File: src/rtl/ca110_stream.sv
module ca110_stream #(
  parameter int NCELLS = 16
) (
  input  logic              clk,
  input  logic              rst_n,
  input  logic              sym_valid,
  input  logic [7:0]        sym,
  input  logic              single_step,
  input  logic              wrap,
  input  logic              left_edge,
  input  logic              right_edge,
  output logic [NCELLS-1:0] alive,
  output logic [NCELLS-1:0] dead,
  output logic              gen_done
);

  localparam logic [7:0] SYM_ZERO = 8'h30;
  localparam logic [7:0] SYM_ONE  = 8'h31;

  logic              pend_one, after_instr;
  logic              is_lower, is_upper, is_label, is_zero, is_one, step;
  logic [7:0]        lbl_idx;
  logic [NCELLS-1:0] lbl_mask, nxt;
  logic [NCELLS+1:0] ext;

  assign is_lower = (sym >= 8'h61) && (sym <= 8'h7a);
  assign is_upper = (sym >= 8'h41) && (sym <= 8'h5a);
  assign is_label = is_lower || is_upper;
  assign is_zero  = (sym == SYM_ZERO);
  assign is_one   = (sym == SYM_ONE);
  assign lbl_idx  = is_lower ? sym - 8'h61 : sym - 8'h41 + 8'd26;
  assign step     = sym_valid && is_zero && (single_step || pend_one);

  assign ext = {wrap ? alive[0] : right_edge, alive, wrap ? alive[NCELLS-1] : left_edge};

  for (genvar i = 0; i < NCELLS; i++) begin : g_cell
    logic l, c, r;
    assign l = ext[i];
    assign c = ext[i+1];
    assign r = ext[i+2];
    assign nxt[i]      = (c & ~l) | (c & ~r) | (~c & r);
    assign lbl_mask[i] = is_label && (lbl_idx == 8'(i));
  end

  always_ff @(posedge clk or negedge rst_n) begin
    if (!rst_n) begin
      alive       <= '0;
      dead        <= '1;
      pend_one    <= 1'b0;
      after_instr <= 1'b0;
      gen_done    <= 1'b0;
    end else begin
      gen_done <= step;
      if (sym_valid) begin
        if (is_label) begin
          alive       <= after_instr ? lbl_mask : (alive | lbl_mask);
          dead        <= after_instr ? ~lbl_mask : (dead & ~lbl_mask);
          after_instr <= 1'b0;
          pend_one    <= 1'b0;
        end else if (is_one) begin
          after_instr <= 1'b1;
          pend_one    <= ~single_step;
        end else if (is_zero) begin
          after_instr <= 1'b1;
          pend_one    <= 1'b0;
          if (step) begin
            alive <= nxt;
            dead  <= ~nxt;
          end
        end
      end
    end
  end

  p_alive_dead_excl_r11: assert property (@(posedge clk) disable iff (!rst_n)
    (alive ^ dead) == {NCELLS{1'b1}});

  p_done_after_zero_r10: assert property (@(posedge clk) disable iff (!rst_n)
    gen_done |-> $past(sym_valid && sym == SYM_ZERO));

  p_one_never_steps_r5: assert property (@(posedge clk) disable iff (!rst_n)
    (sym_valid && sym == SYM_ONE) |=> (!gen_done && $stable(alive)));

  p_idle_holds_r9: assert property (@(posedge clk) disable iff (!rst_n)
    !sym_valid |=> ($stable(alive) && !gen_done));

  p_label_sets_cell_r2: assert property (@(posedge clk) disable iff (!rst_n)
    (sym_valid && is_label) |=> ((alive & $past(lbl_mask)) == $past(lbl_mask)));

endmodule

File: config.mk
export PLATFORM = sky130hd
export DESIGN_NAME = ca110_stream
export DESIGN_NICKNAME = d
export VERILOG_FILES = /design/src/rtl/ca110_stream.sv
export SDC_FILE = /design/constraint.sdc
export NUM_CORES = 1
export LEC_CHECK = 0
export BUFFER_PORTS_ARGS = -buffer_cell sky130_fd_sc_hd__buf_2
export CAP_MARGIN = 20
export CORE_ASPECT_RATIO = 0.75
export CORE_MARGIN = 3
export CORE_UTILIZATION = 45
export DETAILED_ROUTE_END_ITERATION = 8
export PLACE_DENSITY = 0.69
export SLEW_MARGIN = 25
export SYNTH_ARGS = -nofsm -noshare
export SYNTH_HDL_FRONTEND = slang
export SYNTH_SLANG_ARGS = --single-unit
File: constraint.sdc
create_clock -name clk -period 1.5 [get_ports clk]
set_input_delay 0.45 -clock clk [delete_from_list [all_inputs] [get_ports clk]]
set_output_delay 0.45 -clock clk [all_outputs]
set_load 0.005 [all_outputs]
==> flow_metrics.env, run 1 <==
export IMPL_drt_vias_per_instance=5.83
export IMPL_max_stage_delay_ns=0.39
export IMPL_path_cells="buf_12 > buf_6 > or3_4 > buf_4 > buf_4 > xnor2_2 > o221ai_4 > a21boi_1 > o22ai_2 > a31o_1"
export IMPL_p_leak_nw=1.69
export IMPL_worst_path_dominant_cell_family="compound AO/OA/AOI/OAI gates"
export IMPL_clk_pin_slew_ns=0.07
export IMPL_yosysUniqueCellTypes=65
export IMPL_finalSetupViolCount=34
export IMPL_avgSynthCellArea_um2=8.64
export IMPL_hpwlAfterDp_um=5580
export IMPL_multi_input_area_um2=1950
export IMPL_start_util_pct=47.3
export IMPL_avgRoutedWirePerCell_um=17.5
export IMPL_cp_arrival_ns=2.34
export IMPL_end_kind="register"
export IMPL_holdBufCountCts=0
export IMPL_fin_crit_sh_pct=140
export IMPL_antenna_found_initial=0
export IMPL_pin_count=48
export IMPL_cp_max_fo=4
export IMPL_final_cells=481
export IMPL_drtPass1Iterations=4
export IMPL_rows=23
export IMPL_nNetsFinal=425
export IMPL_tightest_slew_ns=0.369
export IMPL_critPathKind="input port to register"
export IMPL_yosysSeqAreaShare_pct=34.8
export IMPL_ys_flop_type="dfrtp_1"
export IMPL_final_antenna_net_count=0
export IMPL_port_buffer_count=47
export IMPL_synth_area_leaders="dfrtp_1, dfstp_2, nand3_1"
export IMPL_grt_max_degree=36
export IMPL_failed_checks="negative setup slack"
export IMPL_gp_congestion=0.863
export IMPL_drc=0
export IMPL_rsz0062_at_grt="yes"
export IMPL_status="complete, but fails checks"
export IMPL_power_density_nw_per_um2=741
export IMPL_wl_um=8440
export IMPL_cts_tree="built"
export IMPL_maxCapViolCount=0
export IMPL_htree_num_levels=2
export IMPL_cp_required_ns=1.73
export IMPL_drive_gt1_share_pct=53.0
export IMPL_slew_headroom_pct=75.1
export IMPL_fin_crit_ns=2.11
export IMPL_yosysTopAreaCell="dfrtp_1"
export IMPL_hold_path_class="input port to asynchronous set/reset pin"
export IMPL_regArea_um2=896
export IMPL_timing_fmax_mhz=475
export IMPL_synth_edff_count=0
export IMPL_syn_inst=298
export IMPL_ys_ff_latch=35
export IMPL_hold_viol_final=0
export IMPL_clock_sinks=35
export IMPL_area_growth_pct=52.7
export IMPL_syn_area_um2=2570
export IMPL_clock_latency_ns=0.30
export IMPL_route_vias_total=2804
export IMPL_grt_ovfl_total=0
export IMPL_core_area_um2=5440
export IMPL_path_buf_inv=4
export IMPL_n_antenna_cell=0
export IMPL_synth_warnings=0
export IMPL_peakVddDrop_v=0.000616
export IMPL_hold_worst_slack_ns=0.104
export IMPL_clk_path_buf_depth=2
export IMPL_start_kind="input port"
export IMPL_crit_path_frequent_cell="buf_4"
export IMPL_cts_made_buffers=5
export IMPL_maxSlewViolCount=0
export IMPL_dieArea_um2=6670
export IMPL_dieHeight_um=71.5
export IMPL_drtIter0Drc=265
export IMPL_grt_pass1_vias=2754
export IMPL_crit_slowest_cell="or3_4"
export IMPL_place_inst=454
export IMPL_nFillCells=392
export IMPL_synth_fp_nets=318
export IMPL_skew_ns=0.00909
export IMPL_grt_pass1_wl_um=13400
export IMPL_synth_top_cell_area_share_pct=18.5
export IMPL_clockRootBuffer="clkbuf_8"
export IMPL_fin_ws_ns=-0.606
export IMPL_die_w_um=93.3
export IMPL_grt_use_total_pct=25.2
export IMPL_async_flop_share_pct=100
cells in the final DEF (no fill, tap or decap), types with 6 or more instances in the layout:
cell type / n
nor2_1: 27
o21ai_2: 6
o21a_1: 7
nand3_2: 6
nand2_1: 20
o21ai_0: 20
buf_6: 11
inv_1: 6
nand4_1: 6
dfrtp_1: 19
nand3_1: 18
dfstp_2: 16
buf_4: 55
a21oi_1: 17
buf_2: 44
logic make-up after synthesis:
logic type	synth area share, %
XOR/XNOR	1.70
AO/OA/AOI/OAI	32.3
adder cells (fa/ha/maj)	2.43
multiplexers	0.437
buffers and inverters	4.62
flip-flops	34.8
AND/OR/NAND/NOR	23.7
cell usage after synthesis (all sizes together) (5+ instances only):
cell	instances
nand2	26
nor2	28
o211ai	5
o21a	7
nor2b	5
o21ai	34
a31oi	7
dfrtp	19
a21oi	20
dfstp	16
ha	5
nand2b	5
buf	12
nand4	6
o2111ai	5
nand3	27
inv	8
state kept, by name, summed over array words and instances (netlist names):
register	flops
gen_done	1
alive	16
pend_one	1
after_instr	1
dead	16
where the power goes:
group	internal, mW	switching (mW)
clock	0.326	0.349
combinational	0.474	0.516
sequential	1.12	0.130
area by class of cell:
type,count,area share (%)
inverters,8,0.955
multi-input cells,239,49.6
repair buffers,116,22.2
well taps,75,2.39
clock inverters,1,0.127
clock buffers,7,1.94
flip-flops and latches,35,22.8
path summary, 6_finish.rpt:
| path | depth (start not counted) | from | slack (ns) | endpoint |
|---|---|---|---|---|
| max | 10 | sym[0] | -0.61 | dead[10] |
| max reg2reg | 8 | pend_one | -0.10 | alive[14] |
| min reg2reg | 2 | dead[14] | 0.48 | dead[14] |
| max in group asynchronous | 2 | rst_n | 1.12 | dead[4] |
| min in group clk | 3 | single_step | 0.43 | pend_one |
| min | 2 | rst_n | 0.10 | alive[8] |
layer usage:
| layer | GRT usage (%) | part of all wire (%) | vias to the layer above | wire [um] |
|---|---|---|---|---|
| li1 | - | - | 1337 | - |
| met1 | 36.1 | 46 | 1360 | 3880 |
| met2 | 39.4 | 46 | 99 | 3890 |
| met3 | 5.77 | 7.1 | 8 | 595 |
| met4 | 4.88 | 0.90 | 0 | 76 |
| met5 | 0 | 0 | - | 0 |
timing repair:
item,in CTS,in global routing
endpoints found under the hold margin,0,0
setup buffers,12,8
gates cloned,1,0
pin swaps,17,15
endpoints found under the setup margin,34,34
gates resized for setup,52,30
per-stage QoR:
stage                     util (%)  TNS, ns  setup slack, ns  cell area, um2  total power [mW]
final                         72.3   -17.57           -0.606            3930              2.91
after global routing          72.3   -20.56           -0.692            3930              3.06
after CTS                     68.7   -16.29           -0.551            3740              2.82
after detailed placement      60.4   -27.48           -0.890            3290              2.05
after global placement        60.4   -25.48           -0.833            3290              2.04
after floorplan                  -   -16.72           -0.565            2670              1.69
Note: power is estimated with default switching activity, not from simulation.
==> inputs of run 2 (changes only) <==
- PLACE_DENSITY: 0.69 -> 0.67
- clock period: 1.5 -> 2.65 ns (I/O delays scaled with it)
==> flow_metrics.env, run 2 (synthesis gave the netlist of run 1 again) <==
export IMPL_status="completed"
export IMPL_final_common_cell="buf_2"
export IMPL_swShare_pct=31.2
export IMPL_grt_pass1_wl_um=11500
export IMPL_port_buffer_count=47
export IMPL_regArea_um2=896
export IMPL_multi_input_area_um2=1580
export IMPL_grt_ovfl_total=0
export IMPL_hpwlAfterDp_um=5200
export IMPL_timing_fmax_mhz=404
export IMPL_reg2reg_slack_ns=0.89
export IMPL_holdBufCountCts=0
export IMPL_grt_max_degree=36
export IMPL_route_vias_total=2571
export IMPL_met3_usage_pct=3.99
export IMPL_fin_ws_ns=0.177
export IMPL_cts_made_buffers=5
export IMPL_end_kind="register"
export IMPL_area_growth_pct=25.6
export IMPL_r2r_end="alive[13]"
export IMPL_clock_latency_ns=0.29
export IMPL_pwr_share_clk_pct=30.8
export IMPL_grt_util_met1_pct=34.2
export IMPL_dieArea_um2=6670
export IMPL_skew_ns=0.0110
export IMPL_finalSetupViolCount=0
export IMPL_top_usage_layer="met1"
export IMPL_final_antenna_net_count=0
export IMPL_cp_required_ns=2.87
export IMPL_internal_power_mw=1.11
export IMPL_rows=23
export IMPL_fin_crit_sh_pct=93.3
export IMPL_p_comb_share_pct=25.5
export IMPL_utilization_pct=59.4
export IMPL_avgRoutedWirePerCell_um=15.0
export IMPL_tightest_slew_ns=0.792
export IMPL_peakVddDrop_v=0.000279
export IMPL_drc=0
export IMPL_drive_gt1_share_pct=36.5
export IMPL_ctsResizeCount=0
export IMPL_die_w_um=93.3
export IMPL_pre_cts_ws_ns=-0.137
export IMPL_final_cell_mix="buf_2, buf_4, nor2_1"
export IMPL_wl_um=6730
export IMPL_grt_pass1_vias=2314
export IMPL_drtIter0Drc=191
export IMPL_p_leak_nw=1.44
export IMPL_rr_startpoint="pend_one"
export IMPL_antenna_found_initial=0
export IMPL_dieHeight_um=71.5
export IMPL_hold_worst_slack_ns=0.466
export IMPL_slew_headroom_pct=47.2
export IMPL_cts_tree="built"
export IMPL_hold_path_class="register to register"
export IMPL_pin_count=48
export IMPL_use_met2_pct=30.4
export IMPL_core_area_um2=5440
export IMPL_cp_arrival_ns=2.70
export IMPL_drt_vias_per_instance=5.74
export IMPL_start_kind="input port"
export IMPL_drtPass1Iterations=6
export IMPL_crit_path_end="dead[14]"
export IMPL_maxSlewViolCount=0
export IMPL_clockRootBuffer="clkbuf_8"
export IMPL_place_inst=440
export IMPL_clock_sinks=35
export IMPL_n_antenna_cell=0
export IMPL_critPathKind="input port to register"
export IMPL_rsz0062_at_grt="no"
export IMPL_maxCapViolCount=0
export IMPL_clk_path_buf_depth=2
export IMPL_clk_pin_slew_ns=0.08
export IMPL_nNetsFinal=392
export IMPL_htree_num_levels=2
export IMPL_nFillCells=499
export IMPL_sequentialPowerShare_pct=43.7
export IMPL_start_util_pct=47.3
export IMPL_postCtsSetupRepairBufs=0
export IMPL_power_density_nw_per_um2=498
export IMPL_startpoint="sym[1]"
export IMPL_p_sw_mw=0.502
export IMPL_final_cells=448
export IMPL_grt_use_total_pct=21.5
export IMPL_gp_congestion=0.897
export IMPL_hold_viol_final=0
export IMPL_cp_max_fo=6
export IMPL_ff2ff_path_depth=6
export IMPL_top_regs="alive x16, dead x16"
export IMPL_fin_crit_ns=2.47
## run 2: cell types whose count changed in the layout (fill, tap and decap cells not counted), sizes merged
cell,previous run,this run
buf,116,83
clkbuf,7,5
bufinv,0,1
clkinv,1,2
## run 2: power groups by stage
stage / registers, mW / logic, mW / clock network, mW
final: 0.703 / 0.410 / 0.496
after CTS: 0.703 / 0.412 / 0.504
after floorplan: 0.707 / 0.236 / 0
after detailed placement: 0.712 / 0.410 / 0
after global placement: 0.710 / 0.406 / 0
after global routing: 0.716 / 0.460 / 0.529
## run 2: area by class of cell
type                    instances  area share [%]
multi-input cells             239            48.9
inverters                       8           0.929
flip-flops and latches         35            27.7
clock inverters                 3            1.36
repair buffers                 83            16.0
well taps                      75            2.90
clock buffers                   5            2.13
## run 2: critical path: stages
cell and delay, ns:
buf_2 0.10, inv_1 0.07, ha_1 0.17, nor3b_4 0.28
o2bb2ai_2 0.12, and4b_2 0.28, o221ai_1 0.24, nand2_1 0.17
a21oi_1 0.27, a2bb2oi_1 0.19
## run 2: worst min path at each step
| stage | startpoint | to | depth (start not counted) |
|---|---|---|---|
| CTS | dead[14] | dead[14] | 2 |
| detailed placement | dead[14] | dead[14] | 2 |
| global placement | dead[14] | dead[14] | 2 |
| finish | dead[14] | dead[14] | 2 |
| floorplan | pend_one | pend_one | 2 |
| global route | dead[14] | dead[14] | 2 |
## run 2: routing by layer
| metal | part of all wire (%) | vias up |
|---|---|---|
| met4 | 0.34 | 0 |
| met3 | 6.7 | 6 |
| met5 | 0 | - |
| li1 | - | 1264 |
| met2 | 42 | 109 |
| met1 | 51 | 1192 |
## run 2: metrics by stage
step	area (um2)	setup TNS, ns	power, mW
floorplan	2590	0	0.942
global placement	3110	-0.333	1.12
detailed placement	3110	-1.20	1.12
CTS	3230	0	1.62
global route	3230	0	1.71
finish	3230	0	1.61
==> inputs of run 3 (changes only) <==
- ABC_AREA: default -> 1
- PLACE_DENSITY: 0.67 -> 0.66
==> flow_metrics.env, run 3 <==
export IMPL_ys_flop_type="dfrtp_1"
export IMPL_dieHeight_um=73.3
export IMPL_status="completed"
export IMPL_hold_path_depth=2
export IMPL_gp_congestion=0.930
export IMPL_fin_setup_tns_ns=0
export IMPL_synth_area_leaders="nand2_1, dfrtp_1, dfstp_2"
export IMPL_maxSlewViolCount=0
export IMPL_final_cell_mix="nand2_1, nor2_1, buf_2"
export IMPL_internal_power_mw=1.64
export IMPL_core_area_um2=5580
export IMPL_drc=0
export IMPL_met2WireLength_um=2910
export IMPL_p_comb_share_pct=42.6
export IMPL_async_flop_share_pct=100
export IMPL_reg2reg_slack_ns=1.28
export IMPL_synth_edff_count=0
export IMPL_slew_headroom_pct=48.4
export IMPL_grt_ovfl_total=0
export IMPL_grt_max_degree=36
export IMPL_end_kind="register"
export IMPL_ff2ff_path_depth=5
export IMPL_hold_end="dead[7]"
export IMPL_cts_tree="built"
export IMPL_r2r_end="alive[0]"
export IMPL_synth_most_common_cell="nand2_1"
export IMPL_wl_um=7260
export IMPL_clock_latency_ns=0.29
export IMPL_ys_top_cells_by_count="nand2_1, nor2_1, a21oi_1"
export IMPL_drtIter0Drc=301
export IMPL_route_vias_total=2839
export IMPL_cp_arrival_ns=2.57
export IMPL_p_sw_mw=1.11
export IMPL_synth_fp_nets=444
export IMPL_antenna_found_initial=0
export IMPL_rsz0062_at_grt="no"
export IMPL_finalSetupViolCount=0
export IMPL_critPathKind="input port to register"
export IMPL_top_regs="alive x16, dead x16"
export IMPL_maxCapViolCount=0
export IMPL_min_from="dead[7]"
export IMPL_synth_top_cell_area_share_pct=19.0
export IMPL_timing_fmax_mhz=424
export IMPL_clockRootBuffer="clkbuf_8"
export IMPL_grt_use_total_pct=21.8
export IMPL_peakVddDrop_v=0.000415
export IMPL_utilization_pct=57.2
export IMPL_holdBufCountCts=0
export IMPL_clk_path_buf_depth=2
export IMPL_ctsResizeCount=0
export IMPL_yosysSeqAreaShare_pct=32.9
export IMPL_fin_crit_ns=2.36
export IMPL_skew_ns=0.00904
export IMPL_tightest_slew_ns=0.774
export IMPL_htree_num_levels=2
export IMPL_grt_pass1_vias=2535
export IMPL_fin_crit_sh_pct=88.9
export IMPL_drt_vias_per_instance=5.15
export IMPL_die_w_um=95.8
export IMPL_final_common_cell="nand2_1"
export IMPL_avgRoutedWirePerCell_um=13.2
export IMPL_hpwlAfterDp_um=5360
export IMPL_cp_required_ns=2.86
export IMPL_clock_sinks=35
export IMPL_syn_inst=424
export IMPL_sequentialPowerShare_pct=39.1
export IMPL_wl_met1_um=3820
export IMPL_start_util_pct=48.7
export IMPL_hold_viol_final=0
export IMPL_p_leak_nw=1.67
export IMPL_final_antenna_net_count=0
export IMPL_yosysUniqueCellTypes=34
export IMPL_wl_met3_um=485
export IMPL_nNetsFinal=495
export IMPL_cp_max_fo=8
export IMPL_clk_pin_slew_ns=0.08
export IMPL_top_layer_used="met4"
export IMPL_drtPass1Iterations=5
export IMPL_syn_area_um2=2720
export IMPL_dieArea_um2=7030
export IMPL_power_density_nw_per_um2=860
export IMPL_ys_ff_latch=35
export IMPL_synth_warnings=0
export IMPL_postCtsSetupRepairBufs=0
export IMPL_n_antenna_cell=0
export IMPL_hold_path_class="register to register"
export IMPL_rows=23
export IMPL_grt_pass1_wl_um=11900
export IMPL_pin_count=48
export IMPL_start_kind="input port"
export IMPL_area_growth_pct=17.3
export IMPL_yosysTopAreaCell="nand2_1"
export IMPL_swShare_pct=40.3
export IMPL_cts_made_buffers=5
export IMPL_port_buffer_count=47
export IMPL_pwr_share_clk_pct=18.3
export IMPL_drive_gt1_share_pct=23.7
export IMPL_rr_startpoint="after_instr"
export IMPL_avgSynthCellArea_um2=6.42
[run 3: final cells by class]
class / instances / area [um2]
Clock buffer: 6 / 82.6
Clock inverter: 2 / 35.0
Fill cell: 554 / 2390
Inverter: 40 / 153
Multi-Input combinational cell: 335 / 1590
Sequential cell: 35 / 896
Tap cell: 75 / 93.8
Timing Repair Buffer: 58 / 343
[run 3: worst max-delay path: stages]
cell and delay [ns]:
buf_2 0.13, inv_1 0.08, ha_1 0.25, nand2_1 0.11, nand3b_1 0.13, nand2_4 0.14
nand2_4 0.11, nand2_1 0.08, nand2_1 0.06, nor2_1 0.23, nand3_1 0.18, nand2_1 0.09
nand2_1 0.05, a21oi_1 0.13
[run 3: cells by family (layout without fill, tap and decap cells)]
group / Yosys count / after routing / synth area share [%]
buffers and inverters: 54 / 106 / 8.64
muxes: 1 / 1 / 0.414
adders and majority gates: 5 / 5 / 2.30
AOI/OAI and AO/OA: 76 / 76 / 15.7
xor gates and xnor gates: 2 / 2 / 0.644
DFF: 35 / 35 / 32.9
and+or+nand+nor: 251 / 251 / 39.4
[run 3: through the flow]
stage / total power, mW / instances / hold WS (ns) / worst slack, ns / area, um2
floorplan: 1.80 / 424 / 0.454 / 0.305 / 2720
global placement: 2.23 / 543 / 0.464 / 0.0739 / 3080
detailed placement: 2.24 / 543 / 0.468 / 0.0132 / 3080
CTS: 2.76 / 551 / 0.478 / 0.313 / 3190
global route: 3.01 / 551 / 0.496 / 0.0443 / 3190
finish: 2.75 / 551 / 0.477 / 0.294 / 3190
[run 3: power by group through the flow]
stage                     clock [mW]  sequential (mW)  combinational [mW]
after global routing           0.541             1.12                1.35
after CTS                      0.514             1.07                1.17
after detailed placement           0             1.08                1.17
final                          0.504             1.07                1.17
after floorplan                    0             1.05               0.753
after global placement             0             1.07                1.16
[run 3: how the worst max path moves through the flow]
stage,slack [ns],end,start,cells past startpoint
final,0.29,alive[11],sym[0],14
after global routing,0.04,alive[11],sym[0],14
after CTS,0.31,alive[10],sym[0],14
after detailed placement,0.01,alive[10],sym[0],14
after global placement,0.07,alive[11],sym[0],14
after floorplan,0.31,alive[6],sym[0],14
[run 3: metal layers]
metal  up-vias  GRT usage, %
li1       1453             -
met3         9          5.02
met2       104          29.5
met4         0          6.15
met1      1273          34.0
met5         -             0
